<file path="src/rtl/vsim_pkg.sv">
package vsim_pkg;

    typedef enum logic [1:0] {
        VM_ADC   = 2'b00,
        VM_CHID  = 2'b01,
        VM_COUNT = 2'b10,
        VM_RSVD  = 2'b11
    } vsim_mode_e;

    typedef struct packed {
        logic accept;
        logic busy;
    } vsim_ctl_t;

    function automatic vsim_mode_e vsim_resolve(input logic [1:0] raw);
        vsim_mode_e m;
        case (raw)
            2'b01:   m = VM_CHID;
            2'b10:   m = VM_COUNT;
            default: m = VM_ADC;
        endcase
        return m;
    endfunction

    function automatic logic vsim_is_sim(input vsim_mode_e m);
        return (m == VM_CHID) || (m == VM_COUNT);
    endfunction

endpackage

</file>
<file path="src/rtl/vsim_counter.sv">
module vsim_counter #(
    parameter int CNT_W = 16
) (
    input  logic             clk,
    input  logic             rst,
    input  logic             en,
    output logic [CNT_W-1:0] cnt
);

    logic [CNT_W-1:0] cnt_q;

    always_ff @(posedge clk) begin
        if (rst) begin
            cnt_q <= '0;
        end else if (en) begin
            cnt_q <= cnt_q + 1'b1;
        end
    end

    assign cnt = cnt_q;

    AST_CNT_STEP: assert property (@(posedge clk) disable iff (rst)
        en |=> cnt_q == CNT_W'($past(cnt_q) + 1'b1));

    AST_CNT_HOLD: assert property (@(posedge clk) disable iff (rst)
        !en |=> $stable(cnt_q));

endmodule

</file>
<file path="src/rtl/vsim_sequencer.sv">
module vsim_sequencer
    import vsim_pkg::*;
#(
    parameter int NCH   = 4,
    parameter int IDX_W = 2
) (
    input  logic             clk,
    input  logic             rst,
    input  logic             strobe,
    output vsim_ctl_t        ctl,
    output logic [IDX_W-1:0] idx
);

    localparam logic [IDX_W-1:0] LAST_IDX = IDX_W'(NCH - 1);

    logic             busy_q;
    logic [IDX_W-1:0] idx_q;
    logic             accept;
    logic             last;

    assign accept = strobe && !busy_q;
    assign last   = busy_q && (idx_q == LAST_IDX);

    always_ff @(posedge clk) begin
        if (rst) begin
            busy_q <= 1'b0;
            idx_q  <= '0;
        end else if (accept) begin
            busy_q <= 1'b1;
            idx_q  <= '0;
        end else if (busy_q) begin
            if (last) begin
                busy_q <= 1'b0;
                idx_q  <= '0;
            end else begin
                idx_q <= idx_q + 1'b1;
            end
        end
    end

    assign ctl.accept = accept;
    assign ctl.busy   = busy_q;
    assign idx        = idx_q;

    AST_GROUP_START: assert property (@(posedge clk) disable iff (rst)
        (strobe && !busy_q) |=> (busy_q && idx_q == '0));

    AST_GROUP_STEP: assert property (@(posedge clk) disable iff (rst)
        (busy_q && idx_q != LAST_IDX) |=> (busy_q && idx_q == IDX_W'($past(idx_q) + 1'b1)));

    AST_BUSY_STROBE_DROP: assert property (@(posedge clk) disable iff (rst)
        (busy_q && strobe) |=> (!busy_q || idx_q != '0));

endmodule

</file>
<file path="src/rtl/vsim_pattern.sv">
module vsim_pattern
    import vsim_pkg::*;
#(
    parameter int NCH    = 4,
    parameter int DATA_W = 16,
    parameter int CNT_W  = 16,
    parameter int IDX_W  = 2
) (
    input  logic                  clk,
    input  logic                  rst,
    input  vsim_ctl_t             ctl,
    input  logic [1:0]            mode_raw,
    input  logic [NCH*DATA_W-1:0] adc_flat,
    input  logic [CNT_W-1:0]      cnt,
    input  logic [IDX_W-1:0]      idx,
    output logic [DATA_W-1:0]     data
);

    logic [DATA_W-1:0] lane_in [NCH];
    logic [DATA_W-1:0] lane_q  [NCH];
    vsim_mode_e        mode_q;
    logic [CNT_W-1:0]  snap_q;

    for (genvar c = 0; c < NCH; c++) begin : g_lane
        assign lane_in[c] = adc_flat[c*DATA_W +: DATA_W];

        always_ff @(posedge clk) begin
            if (rst) begin
                lane_q[c] <= '0;
            end else if (ctl.accept) begin
                lane_q[c] <= lane_in[c];
            end
        end
    end

    always_ff @(posedge clk) begin
        if (rst) begin
            mode_q <= VM_ADC;
            snap_q <= '0;
        end else if (ctl.accept) begin
            mode_q <= vsim_resolve(mode_raw);
            snap_q <= cnt;
        end
    end

    always_comb begin
        case (mode_q)
            VM_CHID:  data = DATA_W'(idx);
            VM_COUNT: data = DATA_W'(snap_q);
            default:  data = lane_q[idx];
        endcase
    end

    AST_MODE_FROZEN: assert property (@(posedge clk) disable iff (rst)
        (ctl.busy && !ctl.accept) |=> $stable(mode_q));

    AST_CHID_MATCH: assert property (@(posedge clk) disable iff (rst)
        (ctl.busy && mode_q == VM_CHID) |-> (data == DATA_W'(idx)));

    AST_NO_RSVD_LATCH: assert property (@(posedge clk) disable iff (rst)
        ctl.busy |-> (mode_q != VM_RSVD));

endmodule

</file>
<file path="src/rtl/vsim_source.sv">
module vsim_source
    import vsim_pkg::*;
#(
    parameter int NCH    = 4,
    parameter int DATA_W = 16,
    parameter int CNT_W  = DATA_W,
    localparam int IDX_W = (NCH > 1) ? $clog2(NCH) : 1
) (
    input  logic                  clk,
    input  logic                  rst,
    input  logic                  conv_strobe,
    input  logic [1:0]            sim_mode,
    input  logic [NCH*DATA_W-1:0] adc_words,
    output logic                  smp_valid,
    output logic [IDX_W-1:0]      smp_chan,
    output logic [DATA_W-1:0]     smp_data
);

    vsim_ctl_t        ctl;
    logic [IDX_W-1:0] idx;
    logic [CNT_W-1:0] cnt;
    logic             cnt_en;

    assign cnt_en = ctl.accept && vsim_is_sim(vsim_resolve(sim_mode));

    vsim_sequencer #(
        .NCH   (NCH),
        .IDX_W (IDX_W)
    ) u_seq (
        .clk    (clk),
        .rst    (rst),
        .strobe (conv_strobe),
        .ctl    (ctl),
        .idx    (idx)
    );

    vsim_counter #(
        .CNT_W (CNT_W)
    ) u_cnt (
        .clk (clk),
        .rst (rst),
        .en  (cnt_en),
        .cnt (cnt)
    );

    vsim_pattern #(
        .NCH    (NCH),
        .DATA_W (DATA_W),
        .CNT_W  (CNT_W),
        .IDX_W  (IDX_W)
    ) u_pat (
        .clk      (clk),
        .rst      (rst),
        .ctl      (ctl),
        .mode_raw (sim_mode),
        .adc_flat (adc_words),
        .cnt      (cnt),
        .idx      (idx),
        .data     (smp_data)
    );

    assign smp_valid = ctl.busy;
    assign smp_chan  = idx;

    AST_IDLE_QUIET: assert property (@(posedge clk) disable iff (rst)
        (!smp_valid && !conv_strobe) |=> !smp_valid);

    AST_RESET_QUIET: assert property (@(posedge clk)
        rst |=> !smp_valid);

endmodule

</file>
<file path="config.mk">
export PLATFORM = sky130hd
export DESIGN_NAME = vsim_source
export DESIGN_NICKNAME = d
export VERILOG_FILES = /design/src/rtl/vsim_pkg.sv /design/src/rtl/vsim_counter.sv /design/src/rtl/vsim_sequencer.sv /design/src/rtl/vsim_pattern.sv /design/src/rtl/vsim_source.sv
export SDC_FILE = /design/constraint.sdc
export NUM_CORES = 1
export LEC_CHECK = 0
export BUFFER_PORTS_ARGS = -buffer_cell sky130_fd_sc_hd__buf_4
export CAP_MARGIN = 20
export CORE_ASPECT_RATIO = 1.25
export CORE_UTILIZATION = 30
export CTS_CLUSTER_DIAMETER = 30
export DETAILED_ROUTE_END_ITERATION = 6
export SETUP_SLACK_MARGIN = 0.4
export SYNTH_ARGS = -nofsm -noshare
export SYNTH_HDL_FRONTEND = slang
export SYNTH_SLANG_ARGS = --single-unit
</file>
<file path="constraint.sdc">
create_clock -name clk -period 6.45 [get_ports clk]
set_clock_uncertainty 0.05 [all_clocks]
set_input_delay 0 -clock clk [delete_from_list [all_inputs] [get_ports clk]]
set_output_delay 0 -clock clk [all_outputs]
set_load 0.1 [all_outputs]
</file>
==> results of run 1 <==
==> stage by stage <==
stage,utilization [%],hold slack (ns),instances,setup WS [ns],area (sq um)
6_report,43.5,0.424,686,4.17,6320
5_1_grt,43.5,0.426,686,3.99,6320
4_1_cts,43.5,0.413,686,4.13,6320
3_5_place_dp,36.7,0.232,602,4.35,5330
3_3_place_gp,36.5,0.236,601,4.10,5310
2_1_floorplan,-,0.138,355,3.14,4490
==> sequential cells by signal (all words and copies together), names as in the netlist, named ones only <==
| register | count |
|---|---|
| u_seq.idx | 2 |
| u_pat.mode_q | 2 |
| u_pat.snap_q | 16 |
| u_seq.busy_q | 1 |
| u_pat.lane_q | 64 |
| u_cnt.cnt | 16 |
==> timing repair <==
action                                 4_1_cts  5_1_grt
endpoints found under the hold margin       79        0
buffers inserted                             0        0
hold buffers                                68        0
==> cell families (layout without fill, tap and decap cells) <==
group	count (synthesis)	in the layout	share of synthesized area (%)
and+or+nand+nor	142	142	17.5
buffers and inverters	30	183	2.73
adders and majority gates	6	6	1.67
xor gates and xnor gates	9	9	1.75
DFF	103	103	60.2
AOI/OAI and AO/OA	43	43	6.57
muxes	22	22	9.55
==> power breakdown <==
group	total, W	internal [W]	switching [W]
clock network	0.000542	0.000305	0.000237
logic	0.000271	0.000107	0.000164
registers	0.000752	0.000739	0.0000131
==> final cells by class <==
type | instances | share of cell area (%)
Inverter | 8 | 0.475
Tap cell | 178 | 3.52
Multi-Input combinational cell | 222 | 26.5
Clock inverter | 7 | 1.27
Sequential cell | 103 | 42.8
Clock buffer | 9 | 3.56
Timing Repair Buffer | 159 | 21.9
==> worst max-delay path: cells and delay by family (launching register included) <==
kind / cells / cell delay [ns]
buf+inv: 2 / 0.30
flops: 1 / 0.34
compound gates: 1 / 0.29
fa+ha+maj: 1 / 0.81
simple gates: 1 / 0.16
==> metal layers <==
metal	track usage (%)	routed length (um)	part of all wire (%)	up-vias
met1	15.2	4250	45	1451
met3	2.14	291	3.1	9
li1	-	-	-	1564
met4	4.84	111	1.2	0
met5	0	0	0	-
met2	21.2	4710	50	75
==> worst max path at each step <==
| stage | cells past startpoint | endpoint | slack, ns |
|---|---|---|---|
| after floorplan | 2 | smp_data[0] | 3.14 |
| after global placement | 4 | smp_data[3] | 4.10 |
| after detailed placement | 5 | u_pat.lane_q[3][7]$_SDFFCE_PN0P_ | 4.35 |
| after CTS | 5 | smp_data[6] | 4.13 |
| after global routing | 5 | smp_data[4] | 3.99 |
| final | 5 | smp_data[6] | 4.17 |
==> synth_stat cells, drive strengths merged <==
cell    instances  area, sq um
and2           64          400
edfxtp         64         1920
dfxtp          39          781
nand2          31          116
nor2           20         75.1
a22o           18          158
clkbuf         18         67.6
o21ai          17         85.1
mux4           16          360
inv             8         30.0
ha              6         75.1
nand3           5         30.0
xnor2           5         43.8
a21oi           4         20.0
buf             4         25.0
mux2            4         48.8
nor2b           4         25.0
nor4            4         40.0
xor2            4         35.0
nand4           3         18.8
a22oi           2         15.0
mux2i           2         20.0
nand2b          2         12.5
nor3            2         10.0
a31o            1         8.76
and3            1         6.26
and4            1         8.76
and4bb          1         12.5
o41ai           1         8.76
or2b            1         7.51
or3             1         6.26
or3b            1         8.76
or4b            1         10.0
==> results.tsv, run 1 <==
stage	metric	value	unit
sta	grt_setup_unrepaired	no	
synthesis	syn_avg_cell_area	12.7	sq um
global_route	grt_max_degree	83	
cells_and_area	layout_common_cells	buf_4 (90), dlygate4sd3_1 (68), and2_1 (64), edfxtp_1 (64), dfxtp_1 (39)	
global_route	grt_pass1_wl	15.0	mm
cells_and_area	fin_nets	578	
power_and_ir_drop	p_leak	2.49	nW
clocking	cts_tree	yes	
sta	maxSlewViolCount	0	
drt	viasPerCell	4.52	
global_route	grt.overflow.total	0	
place	port_buffers	87	
power_and_ir_drop	p_per_area	248	nW/um^2
global_route	grt_antenna_before_repair	0	
synthesis	synth_warnings	0	
critical_path	reg2reg_depth	5	
global_route	gr-usage-all-layers	12.3	%
cells_and_area	areaGrowthSynthToFinish	40.7	%
sta	period_needed	2.28	ns
sta	max_freq	439	MHz
cells_and_area	multi_input_area	1670	sq um
cells_and_area	final-seq-area	2700	sq um
drt	drt_pass1_iterations	6	
sta	tightest_slew	0.810	ns
sta	period_share	35.3	%
floorplan	die_w	111	um
critical_path	crit_path_end_kind	output pin	
critical_path	arrival	2.23	ns
job	max_cap_violations	0	
critical_path	path_cells	inv_1, ha_1, nor2b_1, a22o_1, buf_4	
synthesis	synth_nets	430	
critical_path	critPathLaunch	u_pat.mode_q[0]$_SDFFE_PP0P_	
critical_path	r2r_slack	4.34	ns
critical_path	worstPathRequired	6.40	ns
global_route	grt_pass1_vias	3104	
place	dpl.hpwl	6.35	mm
critical_path	cp_max_fo	31	
clocking	cts_resized	0	
floorplan	start_util	30.9	%
sta	hold_viol_final	0	
power_and_ir_drop	ir_worst_vdd	0.131	mV
clocking	clk_latency	0.33	ns
critical_path	reg2reg_to	u_pat.lane_q[2][1]$_SDFFCE_PN0P_	
cells_and_area	antenna_cells	0	
outcome	violations	design-rule violations	
synthesis	synthCells	355	
clocking	cts_root_buffer	clkbuf_16	
synthesis	synth_cell_types	38	
critical_path	cp_slowest_cell	ha_1	
cells_and_area	n_fill_cell	1296	
drt	drc	1	
drt	routedWlPerCell	13.7	um
sta	finalSetupViolCount	0	
floorplan	core_area	14500	sq um
critical_path	critPathLaunchType	flop	
synthesis	ys_seq_elements	103	
drt	drtAntennaViolNets	0	
floorplan	die-area	15500	sq um
hold_path	holdPathStages	3	
cells_and_area	drive_above_1_share	25.8	%
critical_path	slowest_delay	0.81	ns
hold_path	hold_class	input port to flop	
sta	fin_tns_setup	0	ns
synthesis	synthesis.area	4490	sq um
clocking	cts.clk_slew.worst_paths	0.07	ns
clocking	htree_levels	3	
clocking	numClockSinks	103	
floorplan	io_pins	88	
critical_path	critical_path_class	flop to output pin	
hold_path	worstHoldStart	adc_words[46]	
drt	drt_iter0_markers	112	
critical_path	reg2reg_from	u_seq.busy_q$_SDFF_PP0_	
hold_path	holdPathEnd	u_pat.lane_q[2][14]$_SDFFCE_PN0P_	
sta	max-slew-margin-rel	46.0	%
drt	vias	3099	
place	place_congestion	0.759	
synthesis	seq_area_frac_synth	60.2	%
clocking	cts-buffers-inserted	9	
outcome	outcome	finished with violations	
clocking	clockBufferDepth	2	
floorplan	row_count	49	
cells_and_area	final_common_cell	buf_4	
floorplan	fp.dieH	139	um
drt	routed_wl	9.37	mm
power_and_ir_drop	fin_total_pwr	0.00156	W
Power figures use the tool's default switching activity.
==> inputs of run 2 (changes only) <==
==> constraint.sdc (replaced) <==
create_clock -name clk -period 1.83 [get_ports clk]
set_clock_uncertainty 0.05 [all_clocks]
set_input_delay 0 -clock clk [delete_from_list [all_inputs] [get_ports clk]]
set_output_delay 0 -clock clk [all_outputs]
set_load 0.1 [all_outputs]
==> run 2 against run 1 <==
The run ends with negative setup slack left. Non-clock buffer count increased by 38. Setup slack worse by 4.2 ns. Hold slack got worse by 0.39 ns. Count of clock-buffer cells in the layout rose by 3. Sequential share of layout area fell by 6.2 points. Via count up 8.2%. Clock power grew to 3.5 times the previous value. Register-to-register slack worse by 4.1 ns. Sequential cell count unchanged. Largest cell class unchanged.
==> results.tsv, run 2 (synthesis results as in run 1) <==
stage	metric	value	unit	change
outcome	outcome	finished with violations		
outcome	violations	negative setup slack		
drt	drc	0		-1
hold_path	hold_class	input port to flop		
critical_path	crit_top_cell	buf_12		
critical_path	worstPathRequired	1.78	ns	-4.62 ns
floorplan	die_w	111	um	unchanged
critical_path	critical_path_class	flop to output pin		
job	max_cap_violations	0		unchanged
critical_path	cp_slowest_cell	mux4_2		
floorplan	die-area	15500	sq um	unchanged
sta	hold_viol_final	0		unchanged
critical_path	cp-endpoint	smp_data[6]		
cells_and_area	final_common_cell	buf_4		
place	port_buffers	87		unchanged
global_route	grt.overflow.total	0		unchanged
sta	maxSlewViolCount	0		unchanged
clocking	numClockSinks	103		unchanged
critical_path	path_cells	buf_12, mux4_2, a22o_4, buf_12		
place	place_congestion	0.785		+3.5%
cells_and_area	largest_register_ffs	64		unchanged
drt	routedWlPerCell	15.7	um	+15%
sta	max-slew-margin-rel	74.3	%	+28 points
cells_and_area	largest-register	u_pat.lane_q		
clocking	cts_root_buffer	clkbuf_16		
clocking	cts_tree	yes		
global_route	grt_max_degree	83		unchanged
cells_and_area	areaGrowthSynthToFinish	66.7	%	
cells_and_area	drive_above_1_share	42.3	%	+17 points
cells_and_area	stdcell_count	724		+5.5%
floorplan	start_util	30.9	%	unchanged
global_route	grt_antenna_before_repair	0		unchanged
power_and_ir_drop	p_per_area	795	nW/um^2	+220%
cells_and_area	post-route-util	51.5	%	+8.1 points
power_and_ir_drop	p_leak	3.01	nW	+21%
sta	max_freq	531	MHz	
sta	tightest_slew	0.380	ns	-0.430 ns
clocking	clockBufferDepth	2		unchanged
sta	period_share	103	%	
floorplan	core_area	14500	sq um	unchanged
cells_and_area	antenna_cells	0		unchanged
critical_path	reg2reg_to	u_cnt.cnt[10]$_SDFFE_PP0P_		
place	dpl.hpwl	6.98	mm	+10%
clocking	cts-buffers-inserted	9		unchanged
global_route	grt_pass1_wl	17.4	mm	+16%
critical_path	reg2reg_from	u_cnt.cnt[0]$_SDFFE_PP0P_		
global_route	gr-usage-all-layers	14.4	%	+2.1 points
sta	finalSetupViolCount	2		+2
drt	routed_wl	11.3	mm	+21%
drt	vias	3352		+8.2%
critical_path	slowest_delay	0.52	ns	-0.29 ns
floorplan	io_pins	88		unchanged
place	dp.cells	614		+2.0%
clocking	clk_latency	0.33	ns	about the same
drt	drtAntennaViolNets	0		unchanged
drt	viasPerCell	4.63		+2.5%
sta	period_needed	1.88	ns	
place	dp_slack	0.156	ns	-4.20 ns
cells_and_area	n_fill_cell	1180		-9.0%
critical_path	r2r_slack	0.24	ns	-4.10 ns
sta	grt_setup_unrepaired	yes		
critical_path	crit_path_end_kind	output pin		
floorplan	fp.dieH	139	um	unchanged
cells_and_area	fin_nets	616		+6.6%
floorplan	row_count	49		unchanged
critical_path	arrival	1.83	ns	-0.40 ns
drt	drt_pass1_iterations	4		-2
critical_path	reg2reg_depth	5		unchanged
clocking	htree_levels	3		unchanged
critical_path	critPathLaunchType	flop		
clocking	cts.clk_slew.worst_paths	0.07	ns	about the same
drt	drt_iter0_markers	148		+32%
global_route	grt_pass1_vias	3395		+9.4%
critical_path	cp_max_fo	7		-77%
sta	setup_ws	-0.0542	ns	-4.22 ns
power_and_ir_drop	ir_worst_vdd	0.508	mV	+290%
cells_and_area	layout_common_cells	buf_4 (91), dlygate4sd3_1 (66), edfxtp_1 (64)		
==> run 2: cell types whose count changed in the layout (fill, tap and decap cells not counted), moves of 3 or more <==
cell,before,now
buf_12,0,23
clkbuf_16,9,16
nor4_1,3,0
nand2_4,0,6
nand2_1,31,16
buf_6,0,6
o21ai_0,17,3
o21ai_4,0,13
nand2_2,0,9
nor4_4,1,4
dfxtp_2,0,7
dfxtp_1,39,25
dfxtp_4,0,7
==> run 2: area by class of cell <==
cell class,count,area [sq um],area share (%)
Tap cell,178,223,2.97
Clock inverter,4,45.0,0.601
Timing Repair Buffer,197,2130,28.5
Inverter,8,33.8,0.451
Multi-Input combinational cell,222,2060,27.5
Clock buffer,12,258,3.44
Sequential cell,103,2740,36.6
==> run 2: per-layer routing <==
| metal | wire (um) | part of all wire, % | up-vias | track usage (%) |
|---|---|---|---|---|
| li1 | - | - | 1644 | - |
| met1 | 4790 | 42 | 1599 | 17.8 |
| met2 | 5990 | 53 | 102 | 25.5 |
| met3 | 420 | 3.7 | 7 | 2.45 |
| met4 | 133 | 1.2 | 0 | 4.34 |
| met5 | 0 | 0 | - | 0 |
==> run 2: critical path: cells and delay by family, from the launching register on <==
family,cells,cell delay [ns]
mux,1,0.52
flops,1,0.41
buf+inv,2,0.31
compound gates,1,0.25
==> run 2: worst min path at each step <==
stage / cells after the start / from / slack, ns / endpoint
after floorplan: 2 / conv_strobe / 0.13 / u_seq.busy_q$_SDFF_PP0_
after global placement: 2 / adc_words[40] / 0.23 / u_pat.lane_q[2][8]$_SDFFCE_PN0P_
after detailed placement: 2 / adc_words[40] / 0.23 / u_pat.lane_q[2][8]$_SDFFCE_PN0P_
after CTS: 4 / conv_strobe / 0.03 / u_seq.busy_q$_SDFF_PP0_
after global routing: 4 / conv_strobe / 0.03 / u_seq.busy_q$_SDFF_PP0_
final: 4 / conv_strobe / 0.03 / u_seq.busy_q$_SDFF_PP0_
==> run 2: through the flow <==
stage | total power [W] | TNS (ns) | hold WS (ns) | area (sq um)
floorplan | 0.00338 | -40.07 | 0.128 | 4810
global placement | 0.00366 | 0 | 0.235 | 5730
detailed placement | 0.00368 | 0 | 0.231 | 5730
CTS | 0.00591 | -0.132 | 0.0281 | 7220
global route | 0.00616 | -0.590 | 0.0332 | 7490
finish | 0.00595 | -0.0863 | 0.0314 | 7490
==> run 2: repair_timing <==
item	CTS	global route
pin swaps	19	12
endpoints found under the setup margin	109	138
gates cloned	2	10
resized for setup	90	14
hold endpoints to repair	66	0
buffers inserted	15	1
hold buffers	66	0
==> run 2: report_power, final <==
part	total, W	leakage (nW)	switching (W)	internal [W]
logic	0.00139	1.84	0.000721	0.000671
clock network	0.00192	0.153	0.000783	0.00114
registers	0.00264	1.02	0.0000444	0.00260
